$ cat src/rtl/rxq_err_pkg.sv
package rxq_err_pkg;

    localparam int CHAR_W = 8;

    typedef struct packed {
        logic              brk;
        logic              frm;
        logic              par;
        logic [CHAR_W-1:0] chr;
    } rxq_entry_t;

    typedef struct packed {
        logic pop;       // entry leaves the head
        logic push;      // entry is written at the tail
        logic underrun;  // holding read on an empty queue
        logic drop;      // push discarded because the queue is full
    } rxq_ops_t;

    function automatic logic entry_bad(rxq_entry_t e);
        return e.brk | e.frm | e.par;
    endfunction

    function automatic logic [7:0] status_byte(logic err, rxq_entry_t head, logic ready);
        return {err, 2'b00, head.brk, head.frm, head.par, 1'b0, ready};
    endfunction

endpackage

$ cat src/rtl/rxq_store.sv
module rxq_store
    import rxq_err_pkg::*;
#(
    parameter int DEPTH = 64,
    localparam int PTR_W = (DEPTH > 1) ? $clog2(DEPTH) : 1,
    localparam int CNT_W = $clog2(DEPTH + 1)
) (
    input  logic             clk,
    input  logic             rst,
    input  logic             clr,
    input  logic             wr_en,
    input  rxq_entry_t       wr_entry,
    input  logic             rd_en,
    output rxq_entry_t       head,
    output logic [CNT_W-1:0] occ
);
    rxq_entry_t       mem [DEPTH];
    logic [PTR_W-1:0] wr_ptr, rd_ptr;

    function automatic logic [PTR_W-1:0] bump(logic [PTR_W-1:0] p);
        return (p == PTR_W'(DEPTH - 1)) ? '0 : p + 1'b1;
    endfunction

    always_ff @(posedge clk) begin
        if (wr_en && !clr) mem[wr_ptr] <= wr_entry;
    end

    always_ff @(posedge clk) begin
        if (rst || clr) begin
            wr_ptr <= '0;
            rd_ptr <= '0;
            occ    <= '0;
        end else begin
            if (wr_en) wr_ptr <= bump(wr_ptr);
            if (rd_en) rd_ptr <= bump(rd_ptr);
            case ({wr_en, rd_en})
                2'b10:   occ <= occ + 1'b1;
                2'b01:   occ <= occ - 1'b1;
                default: occ <= occ;
            endcase
        end
    end

    assign head = mem[rd_ptr];
endmodule

$ cat src/rtl/rxq_ctrl.sv
module rxq_ctrl
    import rxq_err_pkg::*;
#(
    parameter int DEPTH = 64,
    localparam int CNT_W = $clog2(DEPTH + 1)
) (
    input  logic             push_valid,
    input  logic             rd_rhr,
    input  logic             clr,
    input  logic [CNT_W-1:0] occ,
    output rxq_ops_t         ops
);
    logic empty, full;

    always_comb begin
        empty        = (occ == '0);
        full         = (occ == CNT_W'(DEPTH));
        ops.pop      = rd_rhr && !empty && !clr;
        ops.underrun = rd_rhr && empty && !clr;
        ops.push     = push_valid && !clr && (!full || ops.pop);
        ops.drop     = push_valid && !clr && full && !ops.pop;
    end
endmodule

$ cat src/rtl/rxq_err_tally.sv
module rxq_err_tally #(
    parameter int DEPTH = 64,
    localparam int CNT_W = $clog2(DEPTH + 1)
) (
    input  logic             clk,
    input  logic             rst,
    input  logic             clr,
    input  logic             inc,
    input  logic             dec,
    input  logic             underrun,
    output logic [CNT_W-1:0] err_cnt,
    output logic             corrupt,
    output logic             any_err
);
    always_ff @(posedge clk) begin
        if (rst || clr) begin
            err_cnt <= '0;
            corrupt <= 1'b0;
        end else begin
            if (inc && !dec)      err_cnt <= err_cnt + 1'b1;
            else if (dec && !inc) err_cnt <= err_cnt - 1'b1;
            if (underrun)         corrupt <= 1'b1;
        end
    end

    assign any_err = (err_cnt != '0) || corrupt;
endmodule

$ cat src/rtl/rxq_rdmux.sv
module rxq_rdmux
    import rxq_err_pkg::*;
(
    input  logic       rd_lsr,
    input  logic       rd_rhr,
    input  rxq_entry_t head,
    input  logic       ready,
    input  logic       err,
    output logic [7:0] rd_data
);
    always_comb begin
        if (rd_rhr)      rd_data = head.chr;
        else if (rd_lsr) rd_data = status_byte(err, head, ready);
        else             rd_data = '0;
    end
endmodule

$ cat src/rtl/rxq_err_fifo.sv
module rxq_err_fifo
    import rxq_err_pkg::*;
#(
    parameter int DEPTH = 64,
    localparam int CNT_W = $clog2(DEPTH + 1)
) (
    input  logic       clk,
    input  logic       rst,
    input  logic       push_valid,
    input  logic [7:0] push_data,
    input  logic       push_brk,
    input  logic       push_frm,
    input  logic       push_par,
    input  logic       rd_lsr,
    input  logic       rd_rhr,
    input  logic       fifo_clear,
    output logic [7:0] rd_data,
    output logic       data_ready,
    output logic       any_err,
    output logic       overrun
);
    rxq_entry_t       in_entry, head;
    rxq_ops_t         ops;
    logic [CNT_W-1:0] occ, err_cnt;
    logic             corrupt;

    assign in_entry = '{brk: push_brk, frm: push_frm, par: push_par, chr: push_data};

    rxq_ctrl #(.DEPTH(DEPTH)) u_ctrl (
        .push_valid(push_valid), .rd_rhr(rd_rhr), .clr(fifo_clear),
        .occ(occ), .ops(ops)
    );

    rxq_store #(.DEPTH(DEPTH)) u_store (
        .clk(clk), .rst(rst), .clr(fifo_clear),
        .wr_en(ops.push), .wr_entry(in_entry),
        .rd_en(ops.pop), .head(head), .occ(occ)
    );

    rxq_err_tally #(.DEPTH(DEPTH)) u_tally (
        .clk(clk), .rst(rst), .clr(fifo_clear),
        .inc(ops.push && entry_bad(in_entry)),
        .dec(ops.pop && entry_bad(head)),
        .underrun(ops.underrun),
        .err_cnt(err_cnt), .corrupt(corrupt), .any_err(any_err)
    );

    assign data_ready = (occ != '0);

    rxq_rdmux u_mux (
        .rd_lsr(rd_lsr), .rd_rhr(rd_rhr), .head(head),
        .ready(data_ready), .err(any_err), .rd_data(rd_data)
    );

    always_ff @(posedge clk) begin
        if (rst || fifo_clear) overrun <= 1'b0;
        else                   overrun <= ops.drop;
    end
endmodule

$ cat config.mk
export PLATFORM = sky130hd
export DESIGN_NAME = rxq_err_fifo
export DESIGN_NICKNAME = d
export VERILOG_FILES = /design/src/rtl/rxq_err_pkg.sv /design/src/rtl/rxq_store.sv /design/src/rtl/rxq_ctrl.sv /design/src/rtl/rxq_err_tally.sv /design/src/rtl/rxq_rdmux.sv /design/src/rtl/rxq_err_fifo.sv
export SDC_FILE = /design/constraint.sdc
export NUM_CORES = 1
export LEC_CHECK = 0
export ABC_AREA = 1
export BUFFER_PORTS_ARGS = -buffer_cell sky130_fd_sc_hd__buf_2
export CAP_MARGIN = 30
export CORE_ASPECT_RATIO = 1.4
export CORE_MARGIN = 1
export CORE_UTILIZATION = 35
export DETAILED_ROUTE_END_ITERATION = 12
export MAX_ROUTING_LAYER = met4
export SYNTH_ARGS = -nofsm -noshare
export SYNTH_HDL_FRONTEND = slang
export SYNTH_HIERARCHICAL = 1
export SYNTH_SLANG_ARGS = --single-unit
$ cat constraint.sdc
create_clock -name clk -period 2.62 [get_ports clk]
set_clock_uncertainty 0.15 [all_clocks]
set_input_delay 0 -clock clk [delete_from_list [all_inputs] [get_ports clk]]
set_output_delay 0 -clock clk [all_outputs]
set_load 0.005 [all_outputs]
# Yosys cells after proc, flatten, opt, wreduce, memory -nomap -nowiden
# Memory sizes are Yosys's and may differ from the RTL's. A register that Yosys moved wholly into a read port is not among the register bits.
# Cells that the tools add are included.
# op_classes
addsub	6
eq_ne	5
n_mux	11
bitwise	4
n_reduce_logical	27
# ops
operator	count
$mux W6	4
$mux W8	2
$add A7 B1 Y7 const B	2
$mux W7	2
$pmux W7 S2	1
$reduce_bool A7 Y1	2
$sub A7 B1 Y7 const B	2
$logic_and A1 B1 Y1	13
$add A6 B1 Y6 const B	2
$eq A6 B6 Y1 const B	2
$eq A7 B7 Y1 const B	1
$logic_not A7 Y1	1
$logic_not A1 Y1	6
$or A1 B1 Y1	4
$reduce_bool A2 Y1	2
$logic_or A1 B1 Y1	3
$eq A2 B1 Y1 const B	1
$eq A2 B2 Y1 const B	1
$mux W1	2
# word_totals
register_bits	28
ram_bits	704
input_bits	17
word_cells	60
memories	1
# mem_list
memory	depth	width	read_ports	rd_ports_with_merged_regs	wr	line_no	source
u_store.mem	64	11	1	1	1	rxq_store.sv:17	rxq_entry_t mem [DEPTH];

# Logic depth before layout (Yosys ltp)
# Gate-level depths: netlist of run 1.
# logic_depth
depth_word	11
mapped_depth	25
depth_no_buf	23

# Hierarchy
# Netlist of run 1, hierarchy kept.
# modules_own_cells
module	n_inst	cells_each	area_each_um2	seq_area_each_um2
rxq_store	1	2606	29789.8	21640.8
rxq_err_tally	1	88	579.3	160.2
rxq_rdmux	1	23	105.1	0.0
rxq_err_fifo	1	20	102.6	20.0
rxq_ctrl	1	14	76.3	0.0

# Worst setup path before layout of run 1
# OpenSTA, ideal clock, no wires.
# synth_timing
path_kind	register to register
start	reg (tool-made name)
end	reg u_tally.err_cnt[6]
setup_time_ns	0.109
arrival_time_ns	2.598
required_ns	2.361
slack_ns	-0.237
path_stages_with_launch	25
path_buffers	3
path_cell_list	dfxtp_1 > buf_2 > buf_4 > clkbuf_1 > nand3_1 > nand3_1 > nand2_1 > nand2_1 > nand3_1 > nand3_1 > nand2_1 > nor2_1 > a21boi_1 > inv_1 > ha_1 > inv_1 > fa_1 > nand2_1 > nand2_1 > nand3_1 > nand2_1 > nand2_1 > nand3_1 > nand2_1 > inv_1
# synth_rtl
element	line_no	source
end signal: assignment	rxq_err_tally.sv:20	if (inc && !dec) err_cnt <= err_cnt + 1'b1;
end signal: assignment	rxq_err_tally.sv:21	else if (dec && !inc) err_cnt <= err_cnt - 1'b1;
end: declaration	rxq_err_tally.sv:11	output logic [CNT_W-1:0] err_cnt,

==> results of run 1 <==
power by group through the flow:
stage | Clock (W) | Combinational [W] | Sequential [W]
finish | 0.00985 | 0.00153 | 0.0129
global route | 0.0104 | 0.00166 | 0.0129
CTS | 0.0100 | 0.00144 | 0.0129
detailed placement | 0 | 0.00123 | 0.0132
global placement | 0 | 0.00123 | 0.0132
floorplan | 0 | 0.000666 | 0.0132
kinds of logic after synthesis:
group,Yosys count,synth area share
adder cells (fa/ha/maj),13,0.00555
AO/OA/AOI/OAI,37,0.00690
buffers and inverters,223,0.0335
XOR/XNOR,9,0.00257
AND/OR/NAND/NOR,1731,0.240
flip-flops,738,0.712
what timing repair did:
| item | CTS | global route |
|---|---|---|
| cloned | 14 | 3 |
| resized for setup | 224 | 176 |
| hold buffers | 17 | 0 |
| setup endpoints to repair | 15 | 19 |
| hold endpoints to repair | 549 | 0 |
| pin swaps | 67 | 98 |
| buffers inserted | 25 | 11 |
cells in the final DEF (no fill, tap or decap), drive strengths merged, types with 2 or more instances in the layout:
master / netlist / final
a21boi: 3 / 3
o21ai: 13 / 13
nor3: 4 / 4
dfxtp: 34 / 34
bufbuf: 0 / 2
xor2: 6 / 6
buf: 122 / 316
nor4: 2 / 2
inv: 67 / 71
nand3: 623 / 623
or2: 3 / 3
nor2: 115 / 115
a21oi: 16 / 16
ha: 12 / 12
edfxtp: 704 / 704
clkinv: 2 / 21
o211a: 3 / 3
xnor2: 3 / 3
nand2: 973 / 973
clkbuf: 32 / 91
dlygate4sd3: 0 / 17
bufinv: 0 / 6
nand4: 9 / 9
worst min-delay path, cell delays in order:
cell	delay, ps
dlygate4sd3_1	540
buf_2	130
nor2_1	70
o21ai_0	80
nor2_1	50
registers in the layout (all words and copies together), names as in the netlist, named ones only:
register and flops:
u_tally/err_cnt 7, overrun 1, u_store/mem 704, u_store/rd_ptr 6, u_store/wr_ptr 6, u_tally/corrupt 1
u_store/occ 7
stage by stage:
stage,TNS (ps),hold WS (ps)
final,-4630,152
after global routing,-6290,181
after CTS,-4400,91.2
after detailed placement,-3570,51.8
after global placement,-3440,53.6
after floorplan,-56.8,-74.9
layout make-up:
type                       count  area [sq um]  share of cell area
sequential                   738         21800               0.566
multi-input combinational   1790          9160               0.238
timing repair buffer         338          3630              0.0941
clock buffer                  88          1860              0.0483
tap                         1170          1460              0.0380
clock inverter                29           310             0.00805
inverter                      69           285             0.00740
timing repair inverter         1          6.26            0.000162
routing by layer:
layer  GRT usage  up-vias  part of all wire
met4      0.0685        0             0.037
met5           -        -                 0
li1            -    10060                 -
met3      0.0236      175             0.047
met1       0.224    10394              0.39
met2       0.340      637              0.53
path summary, 6_finish.rpt:
check / end / slack [ps] / cells past startpoint
hold reg to reg: u_tally/corrupt$_SDFFE_PP0P_ / 360 / 2
hold / removal: u_tally/err_cnt[5]$_SDFFE_PP0P_ / 150 / 5
setup reg to reg: u_tally/err_cnt[3]$_SDFFE_PP0P_ / -480 / 26
setup / recovery: u_tally/err_cnt[3]$_SDFFE_PP0P_ / -480 / 26
==> results.sh, run 1 <==
export IMPL_min_period_ps=3100
export IMPL_syn_inst=2751
export IMPL_cp_data_arrival_time_ps=3450
export IMPL_irDropWorstVdd_v=0.000514
export IMPL_io_buffers=27
export IMPL_wl_microns=83200
export IMPL_die_area_sq_um=88800
export IMPL_grt_usage=0.193
export IMPL_crit_top_cell="nand2_2"
export IMPL_clkTransAtPathRegs_ps=70
export IMPL_seq_area_frac_synth=0.712
export IMPL_yosysTopAreaCell="edfxtp_1"
export IMPL_place_congestion=0.891
export IMPL_async_reset_ff_frac=0
export IMPL_ys_seq_elements=738
export IMPL_layout_worst_path_cycle_share=1.18
export IMPL_p_per_area_nw_per_um2=631
export IMPL_seqPwrFrac=0.532
export IMPL_hp_start="rst"
export IMPL_hpwl_microns=51800
export IMPL_syn_avg_cell_area_sq_um=11.1
export IMPL_synth_edff_count=704
export IMPL_dr_total_vias=21266
export IMPL_cpPeakStageDelay_ps=360
export IMPL_status="finished with violations"
export IMPL_dieWidth_microns=252
export IMPL_max_freq_mhz=323
export IMPL_initial_core_util=0.353
export IMPL_critical_path_top_delay_family="simple AND/OR/NAND/NOR gates"
export IMPL_boundaryPins=28
export IMPL_intPower_w=0.0191
export IMPL_syn_area_sq_um=30700
export IMPL_synth_flop_cell="edfxtp_1"
export IMPL_p_clk_frac=0.405
export IMPL_relSlewSlack=0.448
export IMPL_ys_warn_count=6
export IMPL_place_worst_setup_slack_ps=-642
export IMPL_hold_path_class="in -> reg"
export IMPL_vias_per_cell=5.04
export IMPL_crit_fanout=7
export IMPL_violations="negative setup slack"
export IMPL_dp_cells=4043
export IMPL_first_pass_iters=6
export IMPL_power_leakage_nw=14.2
export IMPL_grt_antenna_before_repair=0
export IMPL_p_sw_frac=0.214
export IMPL_p_sw_w=0.00521
export IMPL_ys_top_cells_by_count="nand2_1 (972), edfxtp_1 (704), nand3_1 (622)"
export IMPL_drt_iter0_drc=1719
export IMPL_rows=128
export IMPL_worst_slew_pin_slew_ps=828
export IMPL_hold_viol=0
export IMPL_cap_viol_max_count=0
export IMPL_critPathBufInv=8
export IMPL_fillCellCount=7981
export IMPL_place_area_sq_um=33900
export IMPL_stdcell_count=4223
export IMPL_synthDistinctLibCells=36
export IMPL_htreeDepth=3
export IMPL_die_h_microns=352
export IMPL_final_core_util=0.444
export IMPL_insertion_delay_ps=610
export IMPL_rsz0062_at_grt="yes"
export IMPL_wl_per_cell_microns=19.7
export IMPL_crit_type="reg -> reg"
export IMPL_nets=3035
export IMPL_finalPower_w=0.0243
export IMPL_grt_start_max_net_pins=65
export IMPL_syn2layout_area_growth_pct=25.8
export IMPL_cp_start_kind="register"
export IMPL_ctsLongestPathBuffers=3
export IMPL_grt_pass1_wl_microns=126000
export IMPL_numCtsBuffers=67
export IMPL_worst_path_max_delay_cell="dfxtp_4"
export IMPL_critPathCaptureType="register"
export IMPL_remaining_drc_errors=0
export IMPL_coreArea_sq_um=86800
export IMPL_antenna_cells=0
export IMPL_ctsRootBufferMaster="clkbuf_16"
export IMPL_yosysMostFrequentCell="nand2_1"
export IMPL_synth_top_area_frac=0.690
export IMPL_drv_slew=0
export IMPL_ant_nets=0
export IMPL_setup_viol=15
export IMPL_clkSinkCount=738
export IMPL_synth_nets=2781
export IMPL_cts_tree="built"
export IMPL_cp_required_ps=2970
export IMPL_globalRoute_totalOverflow=0
export IMPL_post_route_worst_setup_slack_ps=-479
export IMPL_synth_area_leaders="edfxtp_1 (69%), nand2_1 (12%), nand3_1 (10%)"
export IMPL_stdcell_area_sq_um=38500
export IMPL_drive_gt1_frac=0.226
export IMPL_p_comb_frac=0.063
export IMPL_grt_pass1_vias=20929
Note: power is estimated with default switching activity, not from simulation.
==> run 2: changes to the inputs <==
--- a/config.mk
+++ b/config.mk
@@ -13,6 +13,7 @@
 export CORE_UTILIZATION = 35
 export DETAILED_ROUTE_END_ITERATION = 12
 export MAX_ROUTING_LAYER = met4
+export SETUP_SLACK_MARGIN = 0.4
 export SYNTH_ARGS = -nofsm -noshare
 export SYNTH_HDL_FRONTEND = slang
 export SYNTH_HIERARCHICAL = 1
==> run 2 against run 1 <==
The flow still finishes with violations (negative setup slack). Combinational power is essentially flat. Largest power group unchanged. Design area grew 2.1%. Maximum frequency shrank 4.2%. Worst hold slack lost 81 ps.
==> results.sh, run 2 (same netlist as run 1, synthesis figures left out) <==
export IMPL_largest_register_ffs=704
export IMPL_max_freq_mhz=309
export IMPL_dieWidth_microns=252
export IMPL_cp_start_kind="register"
export IMPL_numCtsBuffers=68
export IMPL_p_per_area_nw_per_um2=623
export IMPL_final_core_util=0.454
export IMPL_initial_core_util=0.353
export IMPL_dr_total_vias=21648
export IMPL_cap_viol_max_count=0
export IMPL_wl_per_cell_microns=20.3
export IMPL_grt_pass1_wl_microns=127000
export IMPL_coreArea_sq_um=86800
export IMPL_hold_path_class="in -> reg"
export IMPL_boundaryPins=28
export IMPL_antenna_cells=0
export IMPL_relSlewSlack=0.465
export IMPL_drive_gt1_frac=0.227
export IMPL_hold_viol=0
export IMPL_stdcell_count=4268
export IMPL_nets=3076
export IMPL_drv_slew=0
export IMPL_reg_top3="u_store/mem: 704 flops, u_store/occ: 7 flops, u_tally/err_cnt: 7 flops"
export IMPL_worst_path_max_delay_cell="fa_2"
export IMPL_irDropWorstVdd_v=0.000465
export IMPL_fin_tns_setup_ps=-6160
export IMPL_clkSinkCount=738
export IMPL_rsz0062_at_grt="yes"
export IMPL_fillCellCount=7854
export IMPL_p_comb_frac=0.063
export IMPL_hpwl_microns=53300
export IMPL_status="finished with violations"
export IMPL_dp_cells=4030
export IMPL_ctsLongestPathBuffers=3
export IMPL_insertion_delay_ps=620
export IMPL_first_pass_iters=5
export IMPL_intPower_w=0.0192
export IMPL_worst_slew_pin_slew_ps=801
export IMPL_syn2layout_area_growth_pct=28.4
export IMPL_final_common_cell="nand2_1"
export IMPL_multi_input_area_sq_um=9010
export IMPL_post_route_worst_setup_slack_ps=-614
export IMPL_grt_pass1_vias=20907
export IMPL_wl_microns=86700
export IMPL_cpPeakStageDelay_ps=370
export IMPL_final_cell_mix="nand2_1 (913), edfxtp_1 (704), nand3_1 (556)"
export IMPL_top_register="u_store/mem"
export IMPL_cp_data_arrival_time_ps=3610
export IMPL_grt_start_max_net_pins=65
export IMPL_die_h_microns=352
export IMPL_grt_antenna_before_repair=0
export IMPL_p_clk_frac=0.409
export IMPL_ctsRootBufferMaster="clkbuf_16"
export IMPL_setup_viol=15
export IMPL_violations="negative setup slack"
export IMPL_crit_type="reg -> reg"
export IMPL_die_area_sq_um=88800
export IMPL_crit_fanout=7
export IMPL_htreeDepth=3
export IMPL_remaining_drc_errors=0
export IMPL_layout_worst_path_cycle_share=1.23
export IMPL_place_congestion=0.892
export IMPL_hp_start="fifo_clear"
export IMPL_drt_iter0_drc=1787
export IMPL_rows=128
export IMPL_ant_nets=0
export IMPL_min_period_ps=3230
export IMPL_cts_tree="built"
export IMPL_globalRoute_totalOverflow=0
export IMPL_power_leakage_nw=14.4
export IMPL_p_sw_w=0.00538
export IMPL_whs_ps=70.6
export IMPL_io_buffers=27
export IMPL_vias_per_cell=5.07
export IMPL_cp_required_ps=2990
export IMPL_p_sw_frac=0.219
export IMPL_ff_latch_area_sq_um=21800
export IMPL_clkTransAtPathRegs_ps=60
export IMPL_grt_usage=0.196
export IMPL_seqPwrFrac=0.528
export IMPL_critPathCaptureType="register"
==> run 2: cell types whose count changed in the layout (fill, tap and decap cells not counted), sizes merged <==
cell,change
bufbuf,-1
inv,+1
clkinv,-1
clkinvlp,+4
clkbuf,+5
buf,+36
dlygate4sd3,+1
==> run 2: critical path: cells and delay by family, from the launching register on <==
| kind | cells | cell delay, ps |
|---|---|---|
| simple gates | 16 | 1280 |
| flops | 1 | 360 |
| buf+inv | 7 | 700 |
| compound gates | 1 | 90 |
| fa+ha+maj | 2 | 530 |
==> run 2: routing by layer <==
metal  GRT usage  up-vias  routed length (microns)
met1       0.227    10676                    33800
met2       0.339      639                    45400
met5           -        -                        0
met4      0.0867        0                     3390
met3      0.0226      169                     4050
li1            -    10164                        -
==> run 2: path summary, 6_finish.rpt <==
check / to / slack [ps] / depth (start not counted)
hold reg to reg: register / 360 / 2
hold / removal: u_store/mem[20][10]$_DFFE_PP_ / 70 / 6
setup reg to reg: u_tally/err_cnt[6]$_SDFFE_PP0P_ / -610 / 26
setup / recovery: u_tally/err_cnt[6]$_SDFFE_PP0P_ / -610 / 26
==> run 2: stage by stage <==
stage | setup WS, ps | area [sq um] | power, W
finish | -614 | 39400 | 0.0245
global route | -766 | 39400 | 0.0252
CTS | -537 | 38100 | 0.0245
detailed placement | -956 | 34200 | 0.0145
global placement | -904 | 34200 | 0.0145
floorplan | -35.1 | 31400 | 0.0139
==> run 2: what timing repair did <==
action	in CTS	in global routing
resized for setup	178	205
pin swaps	56	71
gates cloned	18	13
setup endpoints to repair	615	724
hold buffers	18	0
hold endpoints to repair	491	0
buffers inserted	46	21
==> run 2: power groups by stage <==
| stage | registers, W | clock network [W] | logic, W |
|---|---|---|---|
| 5_1_grt | 0.0129 | 0.0106 | 0.00168 |
| 6_report | 0.0129 | 0.0100 | 0.00156 |
| 4_1_cts | 0.0129 | 0.0102 | 0.00142 |
| 3_3_place_gp | 0.0132 | 0 | 0.00126 |
| 3_5_place_dp | 0.0132 | 0 | 0.00127 |
| 2_1_floorplan | 0.0132 | 0 | 0.000673 |
==> run 2: final cells by class <==
class / instances / area share
multi-input combinational: 1790 / 0.229
timing repair buffer: 377 / 0.114
tap: 1170 / 0.0372
inverter: 69 / 0.00775
sequential: 738 / 0.555
clock buffer: 90 / 0.0475
clock inverter: 32 / 0.00893
timing repair inverter: 2 / 0.000572
==> run 3: changes to the inputs <==
--- a/config.mk
+++ b/config.mk
@@ -13,6 +13,7 @@
 export CORE_UTILIZATION = 35
 export DETAILED_ROUTE_END_ITERATION = 12
 export MAX_ROUTING_LAYER = met4
+export PLACE_DENSITY = 0.55
 export SETUP_SLACK_MARGIN = 0.4
 export SYNTH_ARGS = -nofsm -noshare
 export SYNTH_HDL_FRONTEND = slang
==> constraint.sdc (replaced) <==
create_clock -name clk -period 2.62 [get_ports clk]
set_clock_uncertainty 0.15 [all_clocks]
set_input_delay 0.131 -clock clk [delete_from_list [all_inputs] [get_ports clk]]
set_output_delay 0.131 -clock clk [all_outputs]
set_load 0.005 [all_outputs]
==> run 3 against run 2 <==
The flow still finishes with violations (negative setup slack). Sequential power about the same. Sequential cell count unchanged. Via count increased by 0.80%. Utilization rose by 0.77 points. Clock power barely moved. Maximum frequency grew 1.8%. First-iteration DRC count down 3.7%. Die area did not move. Combinational power rose by 5%. Worst setup slack better by 57 ps. Power increased by 0.33%. Count of clock-buffer cells in the layout fell by 10. Critical path type unchanged. Critical endpoint unchanged.
==> results.sh, run 3 (same netlist as run 1, synthesis figures left out) <==
export IMPL_status="finished with violations"
export IMPL_violations="negative setup slack"
export IMPL_p_clk_frac=0.407
export IMPL_irDropWorstVdd_v=0.000411
export IMPL_hp_start="rd_rhr"
export IMPL_whs_endpoint="u_tally/corrupt$_SDFFE_PP0P_"
export IMPL_numCtsBuffers=68
export IMPL_cp_data_arrival_time_ps=3560
export IMPL_dr_total_vias=21822
export IMPL_rsz0062_at_grt="yes"
export IMPL_p_sw_frac=0.223
export IMPL_place_congestion=0.935
export IMPL_hold_viol=0
export IMPL_final_common_cell="nand2_1"
export IMPL_dieWidth_microns=252
export IMPL_largest_register_ffs=704
export IMPL_hold_path_class="in -> reg"
export IMPL_io_buffers=27
export IMPL_p_sw_w=0.00550
export IMPL_grt_start_max_net_pins=65
export IMPL_power_leakage_nw=14.6
export IMPL_worst_path_max_delay_cell="dfxtp_4"
export IMPL_ctsRootBufferMaster="clkbuf_16"
export IMPL_clkTransAtPathRegs_ps=70
export IMPL_wl_per_cell_microns=20.9
export IMPL_first_pass_iters=5
export IMPL_antenna_cells=0
export IMPL_place_area_sq_um=34400
export IMPL_cap_viol_max_count=0
export IMPL_crit_top_cell="nand2_1"
export IMPL_fin_tns_setup_ps=-6220
export IMPL_reg_top3="u_store/mem: 704 flops, u_store/occ: 7 flops, u_tally/err_cnt: 7 flops"
export IMPL_rrSetupSlack_ps=-560
export IMPL_post_route_worst_setup_slack_ps=-557
export IMPL_htreeDepth=3
export IMPL_drv_slew=0
export IMPL_critPathCaptureType="register"
export IMPL_setup_viol=15
export IMPL_cts_tree="built"
export IMPL_crit_type="reg -> reg"
export IMPL_cp_required_ps=3000
export IMPL_top_register="u_store/mem"
export IMPL_boundaryPins=28
export IMPL_drt_iter0_drc=1721
export IMPL_grt_antenna_before_repair=0
export IMPL_worstReg2RegEnd="u_tally/err_cnt[6]$_SDFFE_PP0P_"
export IMPL_drive_gt1_frac=0.264
export IMPL_vias_per_cell=5.12
export IMPL_rows=128
export IMPL_p_comb_frac=0.067
export IMPL_relSlewSlack=0.429
export IMPL_grt_usage=0.201
export IMPL_layout_worst_path_cycle_share=1.21
export IMPL_grt_pass1_wl_microns=131000
export IMPL_hpwl_microns=54400
export IMPL_coreArea_sq_um=86800
export IMPL_intPower_w=0.0191
export IMPL_die_area_sq_um=88800
export IMPL_final_core_util=0.461
export IMPL_nets=3069
export IMPL_remaining_drc_errors=0
export IMPL_syn2layout_area_growth_pct=30.6
export IMPL_final_cell_mix="nand2_1 (874), edfxtp_1 (704), nand3_1 (492)"
export IMPL_stdcell_area_sq_um=40000
export IMPL_insertion_delay_ps=630
export IMPL_min_period_ps=3180
export IMPL_grt_pass1_vias=21592
export IMPL_globalRoute_totalOverflow=0
export IMPL_ant_nets=0
export IMPL_crit_fanout=7
export IMPL_seqPwrFrac=0.526
export IMPL_cp_start_kind="register"
export IMPL_cpPeakStageDelay_ps=370
export IMPL_p_per_area_nw_per_um2=615
export IMPL_initial_core_util=0.353
export IMPL_wl_microns=89000
export IMPL_clkSinkCount=738
export IMPL_whs_path_depth=6
export IMPL_ctsLongestPathBuffers=3
export IMPL_die_h_microns=352
export IMPL_worst_slew_pin_slew_ps=855
export IMPL_max_freq_mhz=315
export IMPL_reg2reg_depth=26
[run 3: cell types whose count changed in the layout (fill, tap and decap cells not counted), moves of 7 or more]
cell           previous run  this run
clkbuf_1                 17         8
nand2_1                 913       874
nand3_2                  58       122
inv_2                     5        12
clkinv_2                  8        18
buf_12                   84       104
nand3_1                 556       492
nand2_2                  53        86
buf_4                   159       140
dlygate4sd3_1            18        11
[run 3: what timing repair did]
item,4_1_cts,5_1_grt
hold endpoints to repair,350,0
endpoints found under the setup margin,724,731
gates resized for setup,271,230
hold buffers,12,0
gates cloned,14,10
pin swaps,67,132
buffers inserted,37,35
[run 3: worst max-delay path, delay by kind of cell, from the launching register on]
kind / cells / cell delay (ps)
AO/OA/AOI/OAI: 1 / 190
adder cells (fa/ha/maj): 2 / 450
buffers and inverters: 9 / 760
flip-flops: 1 / 370
AND/OR/NAND/NOR: 14 / 1110
[run 3: stage by stage]
step | total power [W] | setup slack, ps | hold WS, ps | cells
2_1_floorplan | 0.0139 | -35.1 | 56.1 | 2751
3_3_place_gp | 0.0145 | -697 | 179 | 4031
3_5_place_dp | 0.0145 | -742 | 194 | 4031
4_1_cts | 0.0246 | -483 | 51.8 | 4218
5_1_grt | 0.0253 | -641 | 87.4 | 4263
6_report | 0.0246 | -557 | 47.9 | 4263
[run 3: power by group through the flow]
stage | Sequential (W) | Combinational [W] | Clock, W
finish | 0.0129 | 0.00164 | 0.0100
global route | 0.0129 | 0.00177 | 0.0106
CTS | 0.0129 | 0.00149 | 0.0102
detailed placement | 0.0132 | 0.00128 | 0
global placement | 0.0132 | 0.00127 | 0
floorplan | 0.0132 | 0.000673 | 0
[run 3: area by class of cell]
class	instances	area, sq um
timing repair buffer	372	4730
tap	1170	1460
inverter	69	294
fill	7845	46800
multi-input combinational	1790	9490
clock inverter	44	395
clock buffer	80	1810
sequential	738	21800
[run 3: worst max path at each step]
stage                                                 end  slack (ps)     start  depth (start not counted)
after global placement    u_tally/err_cnt[6]$_SDFFE_PP0P_        -700  register                         24
after floorplan           u_tally/err_cnt[6]$_SDFFE_PP0P_         -40  register                         25
after CTS                 u_tally/err_cnt[4]$_SDFFE_PP0P_        -480  register                         25
after global routing      u_tally/err_cnt[6]$_SDFFE_PP0P_        -640  register                         26
final                     u_tally/err_cnt[6]$_SDFFE_PP0P_        -560  register                         26
after detailed placement  u_tally/err_cnt[5]$_SDFFE_PP0P_        -740  register                         21
[run 3: metal layers]
metal,up-vias,GRT usage,share of wire
met5,-,-,0
met4,0,0.0949,0.042
met3,190,0.0219,0.045
met2,651,0.347,0.52
met1,10851,0.232,0.39
li1,10130,-,-
